## src/rtl/cmp_pkg.sv

```systemverilog
package cmp_pkg;
    localparam int DATA_W = 8;

    typedef enum logic [1:0] {
        MD_TOGGLE = 2'b00,
        MD_RSVD   = 2'b01,
        MD_FALL   = 2'b10,
        MD_RISE   = 2'b11
    } mode_e;

    typedef enum logic [0:0] {
        LVL_LOW  = 1'b0,
        LVL_HIGH = 1'b1
    } lvl_e;

    // status register bit positions
    localparam int ST_DIS  = 7;
    localparam int ST_REF  = 6;
    localparam int ST_OUT  = 5;
    localparam int ST_FLAG = 4;
    localparam int ST_IE   = 3;
    localparam int ST_CAP  = 2;
    // mux register bit positions
    localparam int MX_EN   = 6;
endpackage

```

## src/rtl/cmp_sync.sv

```systemverilog
module cmp_sync #(
    parameter int STAGES = 2
) (
    input  logic clk,
    input  logic rst_n,
    input  logic hold,
    input  logic d,
    output logic q
);
    generate
        if (STAGES <= 1) begin : g_single
            logic s;
            always_ff @(posedge clk) begin
                if (!rst_n)     s <= 1'b0;
                else if (!hold) s <= d;
            end
            assign q = s;
        end else begin : g_chain
            logic [STAGES-1:0] s;
            always_ff @(posedge clk) begin
                if (!rst_n)     s <= '0;
                else if (!hold) s <= {s[STAGES-2:0], d};
            end
            assign q = s[STAGES-1];
        end
    endgenerate
endmodule

```

## src/rtl/cmp_edge_fsm.sv

```systemverilog
module cmp_edge_fsm
    import cmp_pkg::*;
(
    input  logic       clk,
    input  logic       rst_n,
    input  logic       sync_i,
    input  logic [1:0] mode_i,
    output logic       evt_o
);
    lvl_e state, state_nx;
    logic rise, fall;

    always_comb begin
        state_nx = state;
        unique case (state)
            LVL_LOW:  if (sync_i)  state_nx = LVL_HIGH;
            LVL_HIGH: if (!sync_i) state_nx = LVL_LOW;
            default:  state_nx = LVL_LOW;
        endcase
    end

    always_ff @(posedge clk) begin
        if (!rst_n) state <= LVL_LOW;
        else        state <= state_nx;
    end

    always_comb begin
        rise = 1'b0;
        fall = 1'b0;
        unique case (state)
            LVL_LOW:  rise = sync_i;
            LVL_HIGH: fall = !sync_i;
            default: ;
        endcase
        unique case (mode_e'(mode_i))
            MD_TOGGLE: evt_o = rise | fall;
            MD_RSVD:   evt_o = 1'b0;
            MD_FALL:   evt_o = fall;
            MD_RISE:   evt_o = rise;
            default:   evt_o = 1'b0;
        endcase
    end

    AST_RSVD_SILENT: assert property (@(posedge clk) disable iff (!rst_n)
        (mode_i == MD_RSVD) |-> !evt_o);
    AST_RISE_LEVEL: assert property (@(posedge clk) disable iff (!rst_n)
        (evt_o && mode_i == MD_RISE) |=> (state == LVL_HIGH));
endmodule

```

## src/rtl/cmp_regs.sv

```systemverilog
module cmp_regs
    import cmp_pkg::*;
#(
    parameter int ADDR_W = 1
) (
    input  logic              clk,
    input  logic              rst_n,
    input  logic [ADDR_W-1:0] addr,
    input  logic              wr,
    input  logic              rd,
    input  logic [DATA_W-1:0] wdata,
    output logic [DATA_W-1:0] rdata,
    input  logic              out_i,
    input  logic              evt_i,
    input  logic              ack_i,
    output logic              dis_o,
    output logic              ref_o,
    output logic              flag_o,
    output logic              ie_o,
    output logic              cap_o,
    output logic [1:0]        mode_o,
    output logic              mux_en_o,
    output logic [2:0]        trig_o
);
    localparam logic [ADDR_W-1:0] A_MUX  = ADDR_W'(0);
    localparam logic [ADDR_W-1:0] A_STAT = ADDR_W'(1);

    logic wr_mux, wr_stat, clr;
    assign wr_mux  = wr && (addr == A_MUX);
    assign wr_stat = wr && (addr == A_STAT);
    assign clr     = ack_i || (wr_stat && wdata[ST_FLAG]);

    always_ff @(posedge clk) begin
        if (!rst_n) begin
            mux_en_o <= 1'b0;
            trig_o   <= '0;
        end else if (wr_mux) begin
            mux_en_o <= wdata[MX_EN];
            trig_o   <= wdata[2:0];
        end
    end

    always_ff @(posedge clk) begin
        if (!rst_n) begin
            dis_o  <= 1'b0;
            ref_o  <= 1'b0;
            ie_o   <= 1'b0;
            cap_o  <= 1'b0;
            mode_o <= 2'b00;
        end else if (wr_stat) begin
            dis_o  <= wdata[ST_DIS];
            ref_o  <= wdata[ST_REF];
            ie_o   <= wdata[ST_IE];
            cap_o  <= wdata[ST_CAP];
            mode_o <= wdata[1:0];
        end
    end

    // set has priority over either clear path
    always_ff @(posedge clk) begin
        if (!rst_n)     flag_o <= 1'b0;
        else if (evt_i) flag_o <= 1'b1;
        else if (clr)   flag_o <= 1'b0;
    end

    always_comb begin
        rdata = '0;
        if (rd) begin
            if (addr == A_STAT)
                rdata = {dis_o, ref_o, out_i, flag_o, ie_o, cap_o, mode_o};
            else
                rdata = {1'b0, mux_en_o, 3'b000, trig_o};
        end
    end

    AST_SET_WINS: assert property (@(posedge clk) disable iff (!rst_n)
        evt_i |=> flag_o);
    AST_ACK_CLEARS: assert property (@(posedge clk) disable iff (!rst_n)
        (ack_i && !evt_i) |=> !flag_o);
    AST_W0_KEEPS: assert property (@(posedge clk) disable iff (!rst_n)
        (wr_stat && !wdata[ST_FLAG] && flag_o && !ack_i) |=> flag_o);
endmodule

```

## src/rtl/cmp_ctrl.sv

```systemverilog
module cmp_ctrl
    import cmp_pkg::*;
#(
    parameter int ADDR_W      = 1,
    parameter int SYNC_STAGES = 2
) (
    input  logic              clk,
    input  logic              rst_n,
    input  logic [ADDR_W-1:0] bus_addr,
    input  logic              bus_wr,
    input  logic              bus_rd,
    input  logic [DATA_W-1:0] bus_wdata,
    output logic [DATA_W-1:0] bus_rdata,
    input  logic              cmp_raw,
    input  logic              adc_on,
    input  logic [2:0]        adc_chan,
    input  logic              gie,
    input  logic              irq_ack,
    output logic              pos_use_ref,
    output logic              neg_use_mux,
    output logic [2:0]        neg_chan,
    output logic              pwr_down,
    output logic              cap_en,
    output logic [2:0]        trig_sel,
    output logic              irq_req
);
    logic       sync_out, evt, flag, ie, mux_en;
    logic [1:0] mode;

    cmp_sync #(.STAGES(SYNC_STAGES)) u_sync (
        .clk(clk), .rst_n(rst_n), .hold(pwr_down), .d(cmp_raw), .q(sync_out)
    );

    cmp_edge_fsm u_fsm (
        .clk(clk), .rst_n(rst_n), .sync_i(sync_out), .mode_i(mode), .evt_o(evt)
    );

    cmp_regs #(.ADDR_W(ADDR_W)) u_regs (
        .clk(clk), .rst_n(rst_n), .addr(bus_addr), .wr(bus_wr), .rd(bus_rd),
        .wdata(bus_wdata), .rdata(bus_rdata), .out_i(sync_out), .evt_i(evt),
        .ack_i(irq_ack), .dis_o(pwr_down), .ref_o(pos_use_ref), .flag_o(flag),
        .ie_o(ie), .cap_o(cap_en), .mode_o(mode), .mux_en_o(mux_en),
        .trig_o(trig_sel)
    );

    assign neg_use_mux = mux_en && !adc_on;
    assign neg_chan    = neg_use_mux ? adc_chan : 3'b000;
    assign irq_req     = flag && ie && gie;

    AST_DIS_NO_EVT: assert property (@(posedge clk) disable iff (!rst_n)
        $past(pwr_down) && pwr_down |-> !evt);
    AST_OUT_HELD: assert property (@(posedge clk) disable iff (!rst_n)
        pwr_down |=> $stable(sync_out));
endmodule

```

## config.mk

```make
export PLATFORM = sky130hd
export DESIGN_NAME = cmp_ctrl
export DESIGN_NICKNAME = d
export VERILOG_FILES = /design/src/rtl/cmp_pkg.sv /design/src/rtl/cmp_sync.sv /design/src/rtl/cmp_edge_fsm.sv /design/src/rtl/cmp_regs.sv /design/src/rtl/cmp_ctrl.sv
export SDC_FILE = /design/constraint.sdc
export NUM_CORES = 1
export LEC_CHECK = 0
export CORE_UTILIZATION = 38
export CTS_CLUSTER_DIAMETER = 80
export DETAILED_ROUTE_END_ITERATION = 12
export PLACE_DENSITY = 0.77
export RECOVER_POWER = 50
export SLEW_MARGIN = 20
export SYNTH_ARGS = -nofsm -noshare
export SYNTH_HDL_FRONTEND = slang
export SYNTH_HIERARCHICAL = 1
export SYNTH_SLANG_ARGS = --single-unit
```

## constraint.sdc

```tcl
create_clock -name clk -period 1.6 [get_ports clk]
set_input_delay 0.48 -clock clk [delete_from_list [all_inputs] [get_ports clk]]
set_output_delay 0.48 -clock clk [all_outputs]
set_load 0.01 [all_outputs]
```

==> summary.txt, run 1 <==
Global routing
  – Grt ovf: 0
  – Largest net degree at the start of global routing: 15
  – Vias in the first global route: 645
  – Global-route wire length before repair: 2684 um
  – All-layer global routing usage: 17.91%
  – Initial antenna violation count: 0

Synth
  – Sequential share of the synthesized area: 37.09%
  – Post-synth top area cell: dfxtp_1
  – Post-Syn Instances: 80
  – Ys Warns: 6
  – Avg Inst Size Synth: 9.447 sq um
  – Synth top area cells: dfxtp_1 (37%), mux2i_1 (13%), nor2b_1 (11%)
  – Top cell type's share of synthesized area: 37.09%
  – Syn Nets: 102
  – Library cells used by synthesis: 18
  – Syn Std Cell Area: 755.7 sq um
  – FF+latch count, synth: 14

Clocking
  – Longest Clk Path Bufs: 2
  – Clock transition at path regs: 0.08 ns
  – Skew-Pair Late Insertion Delay: 0.27 ns
  – Total CTS buffers: 3
  – CTS tree: yes
  – Clk root buf: clkbuf_4
  – H-tree Lvls: 1
  – Post-CTS Hold Buffers: 0
  – Clk sinks: 14

Placed design
  – Post-DP HPWL: 1338 um
  – Port bufs: 37
  – Final Wtd Congestion: 0.7124
  – Setup slack at placement: -0.7756 ns
  – Placed Cells: 144

Timing
  – Slew headroom: 69.32%
  – Final period util: 98.25%
  – Slack of the critical path: 0.02799 ns
  – Measured slew at the worst slew-check pin: 0.4592 ns
  – Post-layout minimum cycle time: 1.572 ns
  – RSZ-0062 raised after global routing: true
  – FMAX: 0.6361 GHz
  – Final Hold Viols: 0
  – Max-slew violations: 0
  – Final clock skew: 0.001095 ns
  – Setup violators final: 0
  – Final TNS setup: 0 ns

Power and ir drop
  – Power Dens Cells: 625.4 nW/um^2
  – Clk pwr share: 25.9%
  – Peak supply drop: 0.5234 mV
  – Leak: 0.5569 nW
  – Switch share: 24.66%
  – Sequential power share: 51.4%
  – Switch Pwr: 0.1808 mW
  – Logic pwr share: 22.7%
  – Internal: 0.5524 mW

Floorplanning
  – DIE AREA: 2171 sq um
  – Initial core utilization: 41.94%
  – Row count: 15
  – I/O pin count: 39
  – Die Ht: 46.60 um
  – Chip Width: 46.60 um
  – Total core area: 1802 sq um

Detailed routing
  – Vias: 739
  – WL per Instance: 12.15 um
  – Remaining DRCs: 0
  – 1st-iter DRT viols: 8
  – Vias per cell: 4.862
  – First-pass detailed-route iteration total: 4
  – Final WL: 1847 um
  – Antenna-violating nets left: 0

Outcome
  – Status: completed

Setup path
  – Reg2reg start: u_sync/g_chain.s[1]$_SDFFE_PN0N_
  – Worst Path Required: 1.12 ns
  – Reg-to-reg endpoint: u_regs/flag_o$_SDFFE_PN0P_
  – Crit path DAT: 1.09 ns
  – Worst Setup Path Type: primary input to primary output
  – CP Launch Type: primary input
  – Worst Reg-to-Reg Cells: 6
  – Crit path max fanout: 4
  – Crit end category: primary output
  – R2R Setup Slk: 0.26 ns

Final layout
  – Reg area: 281.5 sq um
  – Synth-to-Final Area Change: 55.13%
  – Non-filler cells, final: 152
  – Footprint of the multi-input gates: 411.6 sq um
  – Layout cells sized above 1: 20.47%
  – Fillers: 169
  – # diodes: 0
  – Fin nets: 151

Worst hold path
  – Worst Hold End: u_regs/ref_o$_SDFFE_PN0P_
  – WHS Path Cells: 2
  – Class of the tightest hold or removal check: register to register
  – Worst hold start: u_regs/ref_o$_SDFFE_PN0P_

Run
  – Maximum Capacitance Violations: 0
-- cell usage in the layout, fill, tap and decap left out, drive strengths merged --
cell and count:
inv 3, and2 1, nand2 7, nand3 7, and3 5, clkdlybuf4s15 4
clkdlybuf4s50 10, mux2i 10, a21boi 6, o31ai 1, o21a 1, and3b 3
clkbuf 5, dfxtp 14, a311oi 1, ha 2, dlygate4sd3 1, buf 21
nor2b 14, dlygate4sd2 11
-- through the flow --
| stage | total power [mW] | util [%] | hold WS, ns | cell area, sq um |
|---|---|---|---|---|
| floorplan | 0.4629 | - | 0.4476 | 755.7 |
| global placement | 0.5564 | 65.35 | 0.4597 | 1177 |
| detailed placement | 0.5598 | 65.35 | 0.4785 | 1177 |
| CTS | 0.7495 | 66.39 | 0.4878 | 1196 |
| global route | 0.7704 | 65.07 | 0.5152 | 1172 |
| finish | 0.7332 | 65.07 | 0.4835 | 1172 |
-- logic make-up (layout without fill, tap and decap cells) --
logic type | after synthesis | in the layout | synth area share [%]
buffers and inverters | 8 | 55 | 7.450
flip-flops | 14 | 14 | 37.09
adder cells (fa/ha/maj) | 2 | 2 | 3.311
AO/OA/AOI/OAI | 9 | 9 | 9.768
multiplexers | 10 | 10 | 13.25
AND/OR/NAND/NOR | 37 | 37 | 29.14
-- cells in the mapped netlist --
cell type / n
a21boi_0: 6
a311oi_1: 1
and2_1: 1
and3_1: 5
and3b_1: 3
buf_4: 1
buf_6: 3
clkbuf_1: 1
dfxtp_1: 14
ha_1: 2
inv_1: 3
mux2i_1: 10
nand2_1: 7
nand3_1: 7
nor2b_1: 13
nor2b_4: 1
o21a_1: 1
o31ai_2: 1
-- metal layers --
layer / wire, um / GRT usage (%) / vias up
li1: - / - / 366
met3: 128 / 4.314 / 2
met5: 0 / 0 / -
met1: 831 / 20.00 / 345
met4: 21 / 8.824 / 0
met2: 865 / 31.11 / 26
-- worst max-delay path by stage --
stage	cells past startpoint	endpoint	start
5_1_grt	5	bus_rdata[1]	bus_addr
3_3_place_gp	5	bus_rdata[0]	bus_addr
4_1_cts	6	bus_rdata[0]	bus_addr
3_5_place_dp	5	bus_rdata[0]	bus_addr
6_report	3	neg_use_mux	adc_on
2_1_floorplan	3	bus_rdata[3]	bus_addr
-- timing repair --
action | in CTS | in global routing
setup endpoints to repair | 19 | 8
resized for setup | 68 | 4
gates cloned | 0 | 0
endpoints found under the hold margin | 0 | 0
buffers inserted | 6 | 0
-- power by group through the flow --
stage	clock, mW	sequential [mW]	combinational [mW]
floorplan	0	0.389	0.0739
global placement	0	0.385	0.171
detailed placement	0	0.385	0.174
CTS	0.199	0.377	0.174
global route	0.210	0.380	0.180
finish	0.190	0.377	0.166
-- flip-flops by register name, indices dropped and copies added (netlist names) --
register / cells
u_fsm/state: 1
u_regs/mux_en_o: 1
u_regs/ie_o: 1
u_regs/flag_o: 1
u_regs/dis_o: 1
u_regs/cap_o: 1
u_regs/mode_o: 2
u_regs/ref_o: 1
u_sync/g_chain.s: 2
u_regs/trig_o: 3
-- layout make-up --
| cell class | instances | share of cell area (%) |
|---|---|---|
| Tap cell | 25 | 2.668 |
| Timing Repair Buffer | 49 | 35.33 |
| Clock buffer | 3 | 1.921 |
| Inverter | 3 | 0.9605 |
| Sequential cell | 14 | 24.01 |
| Multi-Input combinational cell | 58 | 35.11 |
-- worst max-delay path: stages --
cell             delay, ns
dlygate4sd2_1         0.26
nor2b_1               0.11
clkdlybuf4s15_1       0.25
Power figures use the tool's default switching activity.
==> run 2, diff against run 1 <==
--- a/config.mk
+++ b/config.mk
@@ -5,10 +5,11 @@
 export SDC_FILE = /design/constraint.sdc
 export NUM_CORES = 1
 export LEC_CHECK = 0
-export CORE_UTILIZATION = 38
+export CORE_MARGIN = 2
+export CORE_UTILIZATION = 34
 export CTS_CLUSTER_DIAMETER = 80
 export DETAILED_ROUTE_END_ITERATION = 12
-export PLACE_DENSITY = 0.77
+export PLACE_DENSITY = 0.73
 export RECOVER_POWER = 50
 export SLEW_MARGIN = 20
 export SYNTH_ARGS = -nofsm -noshare
==> constraint.sdc (replaced) <==
create_clock -name clk -period 1.37 [get_ports clk]
set_input_delay 0.411 -clock clk [delete_from_list [all_inputs] [get_ports clk]]
set_output_delay 0.411 -clock clk [all_outputs]
set_load 0.01 [all_outputs]
==> run 2 against run 1 <==
Combinational power rose by 25%. Critical path type unchanged. Cell count rose by 5.3%. Sequential share of layout area rose by 0.10 points. The flow now finishes with violations (negative setup slack). Largest power group unchanged. Via count rose by 3.1%. Flip-flop and latch count did not move. Clock skew rose by 0.0026 ns. Setup slack got worse by 0.077 ns. Clock power rose by 15%. Sequential power rose by 17%. Utilization fell by 9.3 points. Power rose by 18%. Cell area rose by 2.2%.
==> summary.txt, run 2 (synthesis results as in run 1) <==
Outcome
  – Status: finished, violations left
  – Failing checks: negative setup slack

Setup path
  – Crit path max fanout: 5
  – Worst Setup Path Type: primary input to primary output
  – Slowest stage cell on the critical path: buf_2
  – Reg2reg start: u_sync/g_chain.s[1]$_SDFFE_PN0N_
  – Crit path DAT: 1.01 ns
  – Worst Path Required: 0.96 ns
  – Crit path cell chain: buf_8, buf_6, mux2i_1, nor2b_1, buf_2
  – WP buf/inv: 3
  – Critical Path Max Stage Delay: 0.14 ns
  – CP Launch Type: primary input
  – Worst setup path startpoint: bus_addr
  – Top delay family on crit path: buffers and inverters
  – Crit end category: primary output

Detailed routing
  – Vias: 762
  – Final WL: 2141 um
  – 1st-iter DRT viols: 10
  – Antenna-violating nets left: 0
  – WL per Instance: 13.38 um
  – Vias per cell: 4.763
  – First-pass detailed-route iteration total: 4
  – Remaining DRCs: 0

Run
  – Maximum Capacitance Violations: 0

Final layout
  – Non-filler cells, final: 160
  – Most common cell after layout, fill and taps aside: buf_2
  – Max reg flops: 3
  – Most frequent cells in the layout: buf_2 (14), buf_4 (13), nor2b_1 (12)
  – Fin nets: 156
  – Layout cells sized above 1: 37.88%
  – Fillers: 201
  – # diodes: 0
  – Synth-to-Final Area Change: 58.61%
  – Largest Register: u_regs/trig_o
  – Largest registers: u_regs/trig_o: 3 flops, u_regs/mode_o: 2 flops, u_sync/g_chain.s: 2 flops
  – Final Instance Area: 1199 sq um

Timing
  – Max-slew violations: 0
  – Post-layout minimum cycle time: 1.419 ns
  – Final TNS setup: -0.1034 ns
  – Final period util: 103.6%
  – Final clock skew: 0.003667 ns
  – Final Hold Viols: 0
  – Slack of the critical path: -0.04865 ns
  – Setup violators final: 4
  – FMAX: 0.7049 GHz
  – RSZ-0062 raised after global routing: true
  – Measured slew at the worst slew-check pin: 0.4908 ns
  – Slew headroom: 67.28%

Floorplanning
  – Chip Width: 51.15 um
  – Initial core utilization: 35.18%
  – DIE AREA: 2616 sq um
  – I/O pin count: 39
  – Die Ht: 51.15 um
  – Total core area: 2148 sq um
  – Row count: 17

Global routing
  – All-layer global routing usage: 18.04%
  – Grt ovf: 0
  – Initial antenna violation count: 0
  – Global-route wire length before repair: 3498 um
  – Vias in the first global route: 785
  – Largest net degree at the start of global routing: 15

Placed design
  – Area after DPL: 1236 sq um
  – Port bufs: 37
  – Placed Cells: 156
  – Setup slack at placement: -0.8395 ns
  – Final Wtd Congestion: 0.7932
  – Post-DP HPWL: 1664 um

Clocking
  – Total CTS buffers: 3
  – Skew-Pair Late Insertion Delay: 0.27 ns
  – CTS tree: yes
  – Clock transition at path regs: 0.07 ns
  – Post-CTS Hold Buffers: 0
  – Clk root buf: clkbuf_4
  – Longest Clk Path Bufs: 2
  – H-tree Lvls: 1
  – Clk sinks: 14

Power and ir drop
  – Peak supply drop: 0.5252 mV
  – Leak: 0.5718 nW
  – Total Power: 0.8675 mW
  – Power Dens Cells: 723.8 nW/um^2

Worst hold path
  – Class of the tightest hold or removal check: primary input to register
  – Worst hold start: bus_addr
run 2: cell type report:
cell class                      count  area, sq um  share of cell area (%)
Sequential cell                    14        289.0                   24.11
Multi-Input combinational cell     58        434.2                   36.22
Timing Repair Buffer               54        406.6                   33.92
Inverter                            3        11.26                  0.9395
Tap cell                           28        35.03                   2.923
Clock buffer                        3        22.52                   1.879
run 2: tightest hold or removal path: cells and delay by family:
kind	cells	cell delay, ns
buf+inv	2	0.21
compound gates	1	0.07
simple gates	1	0.06
run 2: stage by stage:
step,hold WS (ns),util (%)
after floorplan,0.4476,-
after global placement,0.4952,57.54
after detailed placement,0.5378,57.54
after CTS,0.5360,56.73
after global routing,0.5459,55.79
final,0.5436,55.79
run 2: worst paths after layout:
path                                      end  slack, ns  depth (start not counted)
max reg2reg        u_regs/flag_o$_SDFFE_PN0P_       0.12                          6
max                              bus_rdata[0]      -0.05                          5
min reg2reg  u_sync/g_chain.s[0]$_SDFFE_PN0N_       0.56                          2
min                  u_regs/ie_o$_SDFFE_PN0P_       0.54                          4
run 2: timing repair:
item	CTS	global route
setup endpoints to repair	29	19
pin swaps	1	4
resized for setup	91	12
setup buffers	0	0
cloned	1	0
run 2: power breakdown:
| part | switching, mW | leakage (nW) | internal, mW |
|---|---|---|---|
| combinational | 0.0856 | 0.441 | 0.122 |
| clock | 0.117 | 0.0138 | 0.101 |
| sequential | 0.0132 | 0.117 | 0.428 |
run 2: metal layers:
| metal | up-vias | global-route usage [%] | wire (um) |
|---|---|---|---|
| met5 | - | 0 | 0 |
| met4 | 0 | 9.459 | 27 |
| met3 | 2 | 1.754 | 69 |
| met2 | 20 | 31.17 | 1085 |
| met1 | 359 | 21.96 | 958 |
| li1 | 381 | - | - |
